`src/rtl/cordic_pkg.sv`:
```
package cordic_pkg;

  typedef enum logic {
    MODE_ROT = 1'b0,
    MODE_VEC = 1'b1
  } cordic_mode_e;

  // Elementary angles atan(2^-i) scaled by 2^15 and rounded.
  localparam int ANGLE_REF_FRAC = 15;

  // Reciprocal of the 16-step gain, 0.607252935 scaled by 2^15.
  localparam int INV_GAIN_REF = 19898;

endpackage

```
`src/rtl/cordic_atan_rom.sv`:
```
module cordic_atan_rom
  import cordic_pkg::*;
#(
  parameter int W    = 18,
  parameter int FRAC = 15,
  parameter int IW   = 4
) (
  input  logic [IW-1:0]       idx,
  output logic signed [W-1:0] angle
);

  localparam int DROP = ANGLE_REF_FRAC - FRAC;

  int ref_val;

  always_comb begin
    case (int'(idx))
      0:  ref_val = 25736;
      1:  ref_val = 15193;
      2:  ref_val = 8027;
      3:  ref_val = 4075;
      4:  ref_val = 2045;
      5:  ref_val = 1024;
      6:  ref_val = 512;
      7:  ref_val = 256;
      8:  ref_val = 128;
      9:  ref_val = 64;
      10: ref_val = 32;
      11: ref_val = 16;
      12: ref_val = 8;
      13: ref_val = 4;
      14: ref_val = 2;
      15: ref_val = 1;
      default: ref_val = 0;
    endcase
    angle = W'(ref_val >>> DROP);
  end

endmodule

```
`src/rtl/cordic_ctrl.sv`:
```
module cordic_ctrl #(
  parameter int ITER = 16,
  parameter int IW   = 4
) (
  input  logic          clk,
  input  logic          rst_n,
  input  logic          start,
  output logic          load,
  output logic          busy,
  output logic          done,
  output logic [IW-1:0] iter
);

  localparam logic [IW-1:0] LAST = IW'(ITER - 1);

  logic          busy_q, busy_d;
  logic          done_q, done_d;
  logic [IW-1:0] iter_q, iter_d;
  logic          last;

  always_comb begin
    load   = start && !busy_q;
    last   = busy_q && (iter_q == LAST);
    busy_d = busy_q;
    iter_d = iter_q;
    done_d = last;
    if (load) begin
      busy_d = 1'b1;
      iter_d = '0;
    end else if (busy_q) begin
      if (last) begin
        busy_d = 1'b0;
        iter_d = '0;
      end else begin
        iter_d = iter_q + 1'b1;
      end
    end
  end

  always_ff @(posedge clk or negedge rst_n) begin
    if (!rst_n) begin
      busy_q <= 1'b0;
      done_q <= 1'b0;
      iter_q <= '0;
    end else begin
      busy_q <= busy_d;
      done_q <= done_d;
      iter_q <= iter_d;
    end
  end

  assign busy = busy_q;
  assign done = done_q;
  assign iter = iter_q;

  AST_DONE_PULSE: assert property (@(posedge clk) disable iff (!rst_n) done_q |=> !done_q);
  AST_DONE_NOT_BUSY: assert property (@(posedge clk) disable iff (!rst_n) !(done_q && busy_q));
  AST_DONE_AFTER_RUN: assert property (@(posedge clk) disable iff (!rst_n) $rose(done_q) |-> $past(busy_q));

endmodule

```
`src/rtl/cordic_datapath.sv`:
```
module cordic_datapath
  import cordic_pkg::*;
#(
  parameter int W    = 18,
  parameter int FRAC = 15,
  parameter int IW   = 4
) (
  input  logic                clk,
  input  logic                rst_n,
  input  logic                load,
  input  logic                step,
  input  logic                mode,
  input  logic signed [W-1:0] x_in,
  input  logic signed [W-1:0] y_in,
  input  logic signed [W-1:0] z_in,
  input  logic [IW-1:0]       iter,
  input  logic signed [W-1:0] angle,
  output logic                mode_o,
  output logic signed [W-1:0] x_o,
  output logic signed [W-1:0] y_o,
  output logic signed [W-1:0] z_o
);

  localparam int INV_GAIN = INV_GAIN_REF >>> (ANGLE_REF_FRAC - FRAC);

  logic                mode_q, mode_d;
  logic signed [W-1:0] x_q, y_q, z_q;
  logic signed [W-1:0] x_d, y_d, z_d;
  logic signed [W-1:0] x_sh, y_sh;
  logic                dir_pos;

  always_comb begin
    x_sh    = x_q >>> iter;
    y_sh    = y_q >>> iter;
    dir_pos = (mode_q == MODE_VEC) ? (x_q[W-1] ^ y_q[W-1]) : !z_q[W-1];
    mode_d  = mode_q;
    x_d     = x_q;
    y_d     = y_q;
    z_d     = z_q;
    if (load) begin
      mode_d = mode;
      z_d    = z_in;
      if (mode == MODE_VEC) begin
        x_d = x_in;
        y_d = y_in;
      end else begin
        x_d = W'(INV_GAIN);
        y_d = '0;
      end
    end else if (step) begin
      if (dir_pos) begin
        x_d = x_q - y_sh;
        y_d = y_q + x_sh;
        z_d = z_q - angle;
      end else begin
        x_d = x_q + y_sh;
        y_d = y_q - x_sh;
        z_d = z_q + angle;
      end
    end
  end

  always_ff @(posedge clk or negedge rst_n) begin
    if (!rst_n) begin
      mode_q <= 1'b0;
      x_q    <= '0;
      y_q    <= '0;
      z_q    <= '0;
    end else if (load || step) begin
      mode_q <= mode_d;
      x_q    <= x_d;
      y_q    <= y_d;
      z_q    <= z_d;
    end
  end

  assign mode_o = mode_q;
  assign x_o    = x_q;
  assign y_o    = y_q;
  assign z_o    = z_q;

  AST_MODE_HELD: assert property (@(posedge clk) disable iff (!rst_n) (step && !load) |=> $stable(mode_q));
  AST_ROT_START_Y: assert property (@(posedge clk) disable iff (!rst_n) (load && mode == MODE_ROT) |=> (y_q == '0));

endmodule

```
`src/rtl/cordic_engine.sv`:
```
module cordic_engine
  import cordic_pkg::*;
#(
  parameter int W    = 18,
  parameter int FRAC = 15,
  parameter int ITER = 16
) (
  input  logic                clk,
  input  logic                rst_n,
  input  logic                start,
  input  logic                mode,
  input  logic signed [W-1:0] x_in,
  input  logic signed [W-1:0] y_in,
  input  logic signed [W-1:0] z_in,
  output logic                busy,
  output logic                done,
  output logic signed [W-1:0] x_out,
  output logic signed [W-1:0] y_out,
  output logic signed [W-1:0] z_out
);

  localparam int IW = (ITER > 1) ? $clog2(ITER) : 1;
  localparam logic [W-1:0] ROT_RESID_MAX = W'(16);
  localparam logic [W-1:0] VEC_RESID_MAX = W'(32);

  logic [1:0]          rst_sync_q;
  logic                core_rst_n;
  logic                load;
  logic [IW-1:0]       iter;
  logic signed [W-1:0] angle;
  logic                mode_run;
  logic [W-1:0]        z_abs, y_abs;

  always_ff @(posedge clk or negedge rst_n) begin
    if (!rst_n) rst_sync_q <= 2'b00;
    else        rst_sync_q <= {rst_sync_q[0], 1'b1};
  end
  assign core_rst_n = rst_sync_q[1];

  cordic_ctrl #(.ITER(ITER), .IW(IW)) u_ctrl (
    .clk   (clk),
    .rst_n (core_rst_n),
    .start (start),
    .load  (load),
    .busy  (busy),
    .done  (done),
    .iter  (iter)
  );

  cordic_atan_rom #(.W(W), .FRAC(FRAC), .IW(IW)) u_rom (
    .idx   (iter),
    .angle (angle)
  );

  cordic_datapath #(.W(W), .FRAC(FRAC), .IW(IW)) u_dp (
    .clk    (clk),
    .rst_n  (core_rst_n),
    .load   (load),
    .step   (busy),
    .mode   (mode),
    .x_in   (x_in),
    .y_in   (y_in),
    .z_in   (z_in),
    .iter   (iter),
    .angle  (angle),
    .mode_o (mode_run),
    .x_o    (x_out),
    .y_o    (y_out),
    .z_o    (z_out)
  );

  assign z_abs = z_out[W-1] ? W'(-z_out) : z_out;
  assign y_abs = y_out[W-1] ? W'(-y_out) : y_out;

  AST_ROT_CONVERGED: assert property (@(posedge clk) disable iff (!core_rst_n) (done && mode_run == MODE_ROT) |-> (z_abs <= ROT_RESID_MAX));
  AST_VEC_CONVERGED: assert property (@(posedge clk) disable iff (!core_rst_n) (done && mode_run == MODE_VEC) |-> (y_abs <= VEC_RESID_MAX));

endmodule

```
`config.mk`:
```
export PLATFORM = sky130hd
export DESIGN_NAME = cordic_engine
export DESIGN_NICKNAME = d
export VERILOG_FILES = /design/src/rtl/cordic_pkg.sv /design/src/rtl/cordic_atan_rom.sv /design/src/rtl/cordic_ctrl.sv /design/src/rtl/cordic_datapath.sv /design/src/rtl/cordic_engine.sv
export SDC_FILE = /design/constraint.sdc
export NUM_CORES = 1
export LEC_CHECK = 0
export BUFFER_PORTS_ARGS = -buffer_cell sky130_fd_sc_hd__buf_2
export CAP_MARGIN = 20
export CORE_MARGIN = 5
export CORE_UTILIZATION = 50
export DETAILED_ROUTE_END_ITERATION = 12
export GPL_TIMING_DRIVEN = 0
export PLACE_DENSITY = 0.79
export SETUP_SLACK_MARGIN = 0.3
export SYNTH_ARGS = -nofsm -noshare
export SYNTH_HDL_FRONTEND = slang
export SYNTH_HIERARCHICAL = 1
export SYNTH_SLANG_ARGS = --single-unit
```
`constraint.sdc`:
```
create_clock -name clk -period 2.1 [get_ports clk]
set_input_delay 0.42 -clock clk [delete_from_list [all_inputs] [get_ports clk]]
set_output_delay 0.42 -clock clk [all_outputs]
set_load 0.01 [all_outputs]
```
==> summary.md <==
| Metric | Value |
|---|---|
| Fillers | `1149` |
| Worst-margin pin slew | `roughly 1.2 ns` |
| Via count | `10090` |
| Post-DP HPWL | `22600 um` |
| Worst setup margin | `-3.190 ns` |
| Synth area leader | `dfrtp_1` |
| Post-Syn Area | `8315 um2` |
| Routed len/inst | `25.34 um` |
| Synth Warn # | `6` |
| Number of flops mapped to enable cells by yosys | `0` |
| Port Buf Inserts | `approximately 110` |
| Vias in the first global route | `slightly above 9000` |
| Synth async-reset ratio | `100.0%` |
| Site Rows | `47` |
| CTS Buf Count | `9` |
| Layout cells sized above 1 | `42.13%` |
| Tightest Hold Check Type | `primary input to register` |
| RSZ-0062 raised after global routing | `yes` |
| Worst path arrival time | `5.48 ns` |
| Yosys reg bits | `63` |
| Final ANT Viol Nets | `0` |
| Fin crit share | `251.9%` |
| Crit Path Category | `register to register` |
| Netlist cell types | `85` |
| Setup crit end kind | `register` |
| Crit path time final | `5.290 ns` |
| Top FF cell, synth | `dfrtp_1` |
| # Max-Cap Violations | `0` |
| Gr ovfl total | `0` |
| Area occupied by multi-input gates | `7463 um2` |
| Core Region | `16470 um2` |
| Diodes inserted | `0` |
| Wire length of the first global-routing pass | `between 50000 and 60000 um` |
| Vias per cell | `about 7` |
| Post-synth top area share | `18.96%` |
| GP Congestion | `roughly 0.95` |
| Outcome | `finished, violations left` |
| Fin util | `71.53%` |
| Initial antenna violation count | `0` |
| Total wire length | `about 37000 um` |
| Number of remaining DRC errors | `0` |
| Hold_ws | `0.2707 ns` |
| 1st-pass router iterations | `7` |
| CTS root buf | `clkbuf_16` |
| Reg area | `1592 um2` |
| Final nets | `1377` |
| Clk sinks | `63` |
| Final Slew Violations | `0` |
| Clock Tree Buf Depth | `2` |
| Slew HR | `between 10% and 20%` |
| Syn Area/Cell | `8.209 um2` |
| Fmax | `0.1890 GHz` |
| Final hold vios | `0` |
| DIE AREA | `19310 um2` |
| Synth area leaders | `dfrtp_1, ha_1, mux4_2` |
| IO Pins | `around 110` |
| Failing checks | `negative setup slack` |
| Starting Density | `50.50%` |
| Die Y | `139.0 um` |
| Area Growth Syn to Fin | `41.63%` |
| Clk_lat worst skew | `0.36 ns` |
| Worst-path fanout max | `6` |
| Clock transition at path regs | `0.07 ns` |
| Max H-tree Level | `3` |
| DP Worst Slack | `-3.532 ns` |
| Iter 0 DRT Violations | `1505` |
| Syn Inst Count | `1013` |
| Largest net degree at the start of global routing | `34` |
| Worst Path Required | `between 2 and 2.5 ns` |
| Final setup vio count | `54` |
| Overall routing resource usage | `33.14%` |
| Worst setup SP type | `register` |
| Die W | `roughly 140 um` |
| CTS tree | `yes` |
| Sequential-to-total area share from yosys stat | `18.96%` |
| Skew final | `approximately 0.011 ns` |
==> cell families (layout without fill, tap and decap cells) <==
logic type / after synthesis / after routing / share of synthesized area [%]
adder cells (fa/ha/maj): 66 / 66 / 10.20
buffers and inverters: 90 / 333 / 5.011
multiplexers: 91 / 91 / 14.75
AND/OR/NAND/NOR: 305 / 305 / 17.69
XOR/XNOR: 87 / 87 / 9.163
AO/OA/AOI/OAI: 309 / 309 / 24.14
other: 2 / 4 / 0.09031
flip-flops: 63 / 63 / 18.96
==> sequential cells by signal, indices dropped and copies added (netlist names) <==
signal / cells
u_ctrl/busy: 1
u_dp/mode_o: 1
u_dp/x_o: 18
rst_sync_q: 2
u_dp/z_o: 18
u_ctrl/iter: 4
u_ctrl/done: 1
u_dp/y_o: 18
==> synth_stat cells, drive strengths merged (10+ instances only) <==
library cell and n:
o31ai 15, a211oi 12, ha 63, mux2 19, o21bai 10, o21ai 93
o211ai 10, a21oi 75, nor2b 16, dfrtp 63, xnor2 55, nor2 83
mux2i 49, inv 31, mux4 23, clkbuf 29, o21a 13, a21o 12
xor2 32, nand2 100, nor3 19, nand3 20, nand2b 10, buf 28
==> path summary, 6_finish.rpt <==
path	from	endpoint	slack [ns]	depth (start not counted)
setup / recovery	u_ctrl/iter[1]$_DFFE_PN0P_	u_dp/x_o[17]$_DFFE_PN0N_	-3.19	23
hold reg to reg	rst_sync_q[1]$_DFF_PN0_	u_dp/z_o[14]$_DFFE_PN0N_	0.31	0
min in group asynchronous	rst_sync_q[1]$_DFF_PN0_	u_dp/z_o[14]$_DFFE_PN0N_	0.31	0
max in group asynchronous	rst_sync_q[1]$_DFF_PN0_	u_dp/x_o[15]$_DFFE_PN0N_	1.14	1
hold / removal	y_in[3]	u_dp/y_o[3]$_DFFE_PN0N_	0.27	3
setup reg to reg	u_ctrl/iter[1]$_DFFE_PN0P_	u_dp/x_o[17]$_DFFE_PN0N_	-3.19	23
==> per-stage QoR <==
stage	cells	setup TNS, ns	cell area [um2]
2_1_floorplan	1015	-83.18	8444
4_1_cts	1441	-94.92	10920
6_report	1478	-113.19	11780
3_5_place_dp	1349	-130.23	9305
3_3_place_gp	1348	-129.38	9285
5_1_grt	1478	-116.45	11780
==> area by class of cell <==
class | instances | share of cell area, %
repair buffers | 227 | 13.35
inverters | 33 | 1.084
well taps | 220 | 2.337
clock inverters | 7 | 1.020
clock buffers | 9 | 1.912
flip-flops and latches | 63 | 13.51
multi-input cells | 862 | 63.37
plain buffers | 57 | 3.410
==> critical path, cell delays in order (launching register included) <==
cell       delay [ns]
dfrtp_2          0.44
buf_6            0.15
buf_12           0.13
buf_12           0.13
buf_4            0.13
mux2i_1          0.12
mux4_2           0.53
nand2_2          0.11
and2_4           0.22
inv_1            0.10
ha_4             0.18
buf_6            0.12
a21oi_1          0.17
xor2_1           0.25
ha_2             0.34
o21a_1           0.20
o21a_1           0.21
o221a_4          0.30
o31ai_4          0.30
a21oi_2          0.14
a31oi_1          0.31
nor2_1           0.13
o21ai_1          0.24
o2111ai_1        0.16
==> layer usage <==
| metal | track usage [%] | share of wire [%] | up-vias |
|---|---|---|---|
| met1 | 44.04 | 38 | 4763 |
| met4 | 16.17 | 6.4 | 0 |
| met5 | 0 | 0 | - |
| met3 | 6.172 | 11 | 242 |
| met2 | 51.98 | 45 | 856 |
| li1 | - | - | 4227 |
==> layout by cell type (no fill, tap or decap), types with 13 or more instances in the layout <==
cell type,n
dfrtp_1,53
nand3_1,17
clkbuf_1,19
nand2_1,85
a21oi_1,49
o21a_1,13
a21oi_2,22
buf_4,98
nor3_1,14
mux4_2,23
ha_1,50
mux2_2,13
buf_2,116
o21ai_1,47
xor2_1,29
buf_6,26
mux2i_1,40
o21ai_0,32
xnor2_1,44
nor2_1,68
inv_1,25
==> what timing repair did <==
action / 4_1_cts / 5_1_grt
setup buffers: 74 / 37
endpoints found under the setup margin: 55 / 55
endpoints found under the hold margin: 2 / 0
gates resized for setup: 185 / 134
hold buffers: 1 / 0
cloned: 1 / 0
pin swaps: 116 / 108
Power is left out: the tool's default activity adds up to more than one toggle a clock period on the data nets, which glitch-free logic cannot reach.
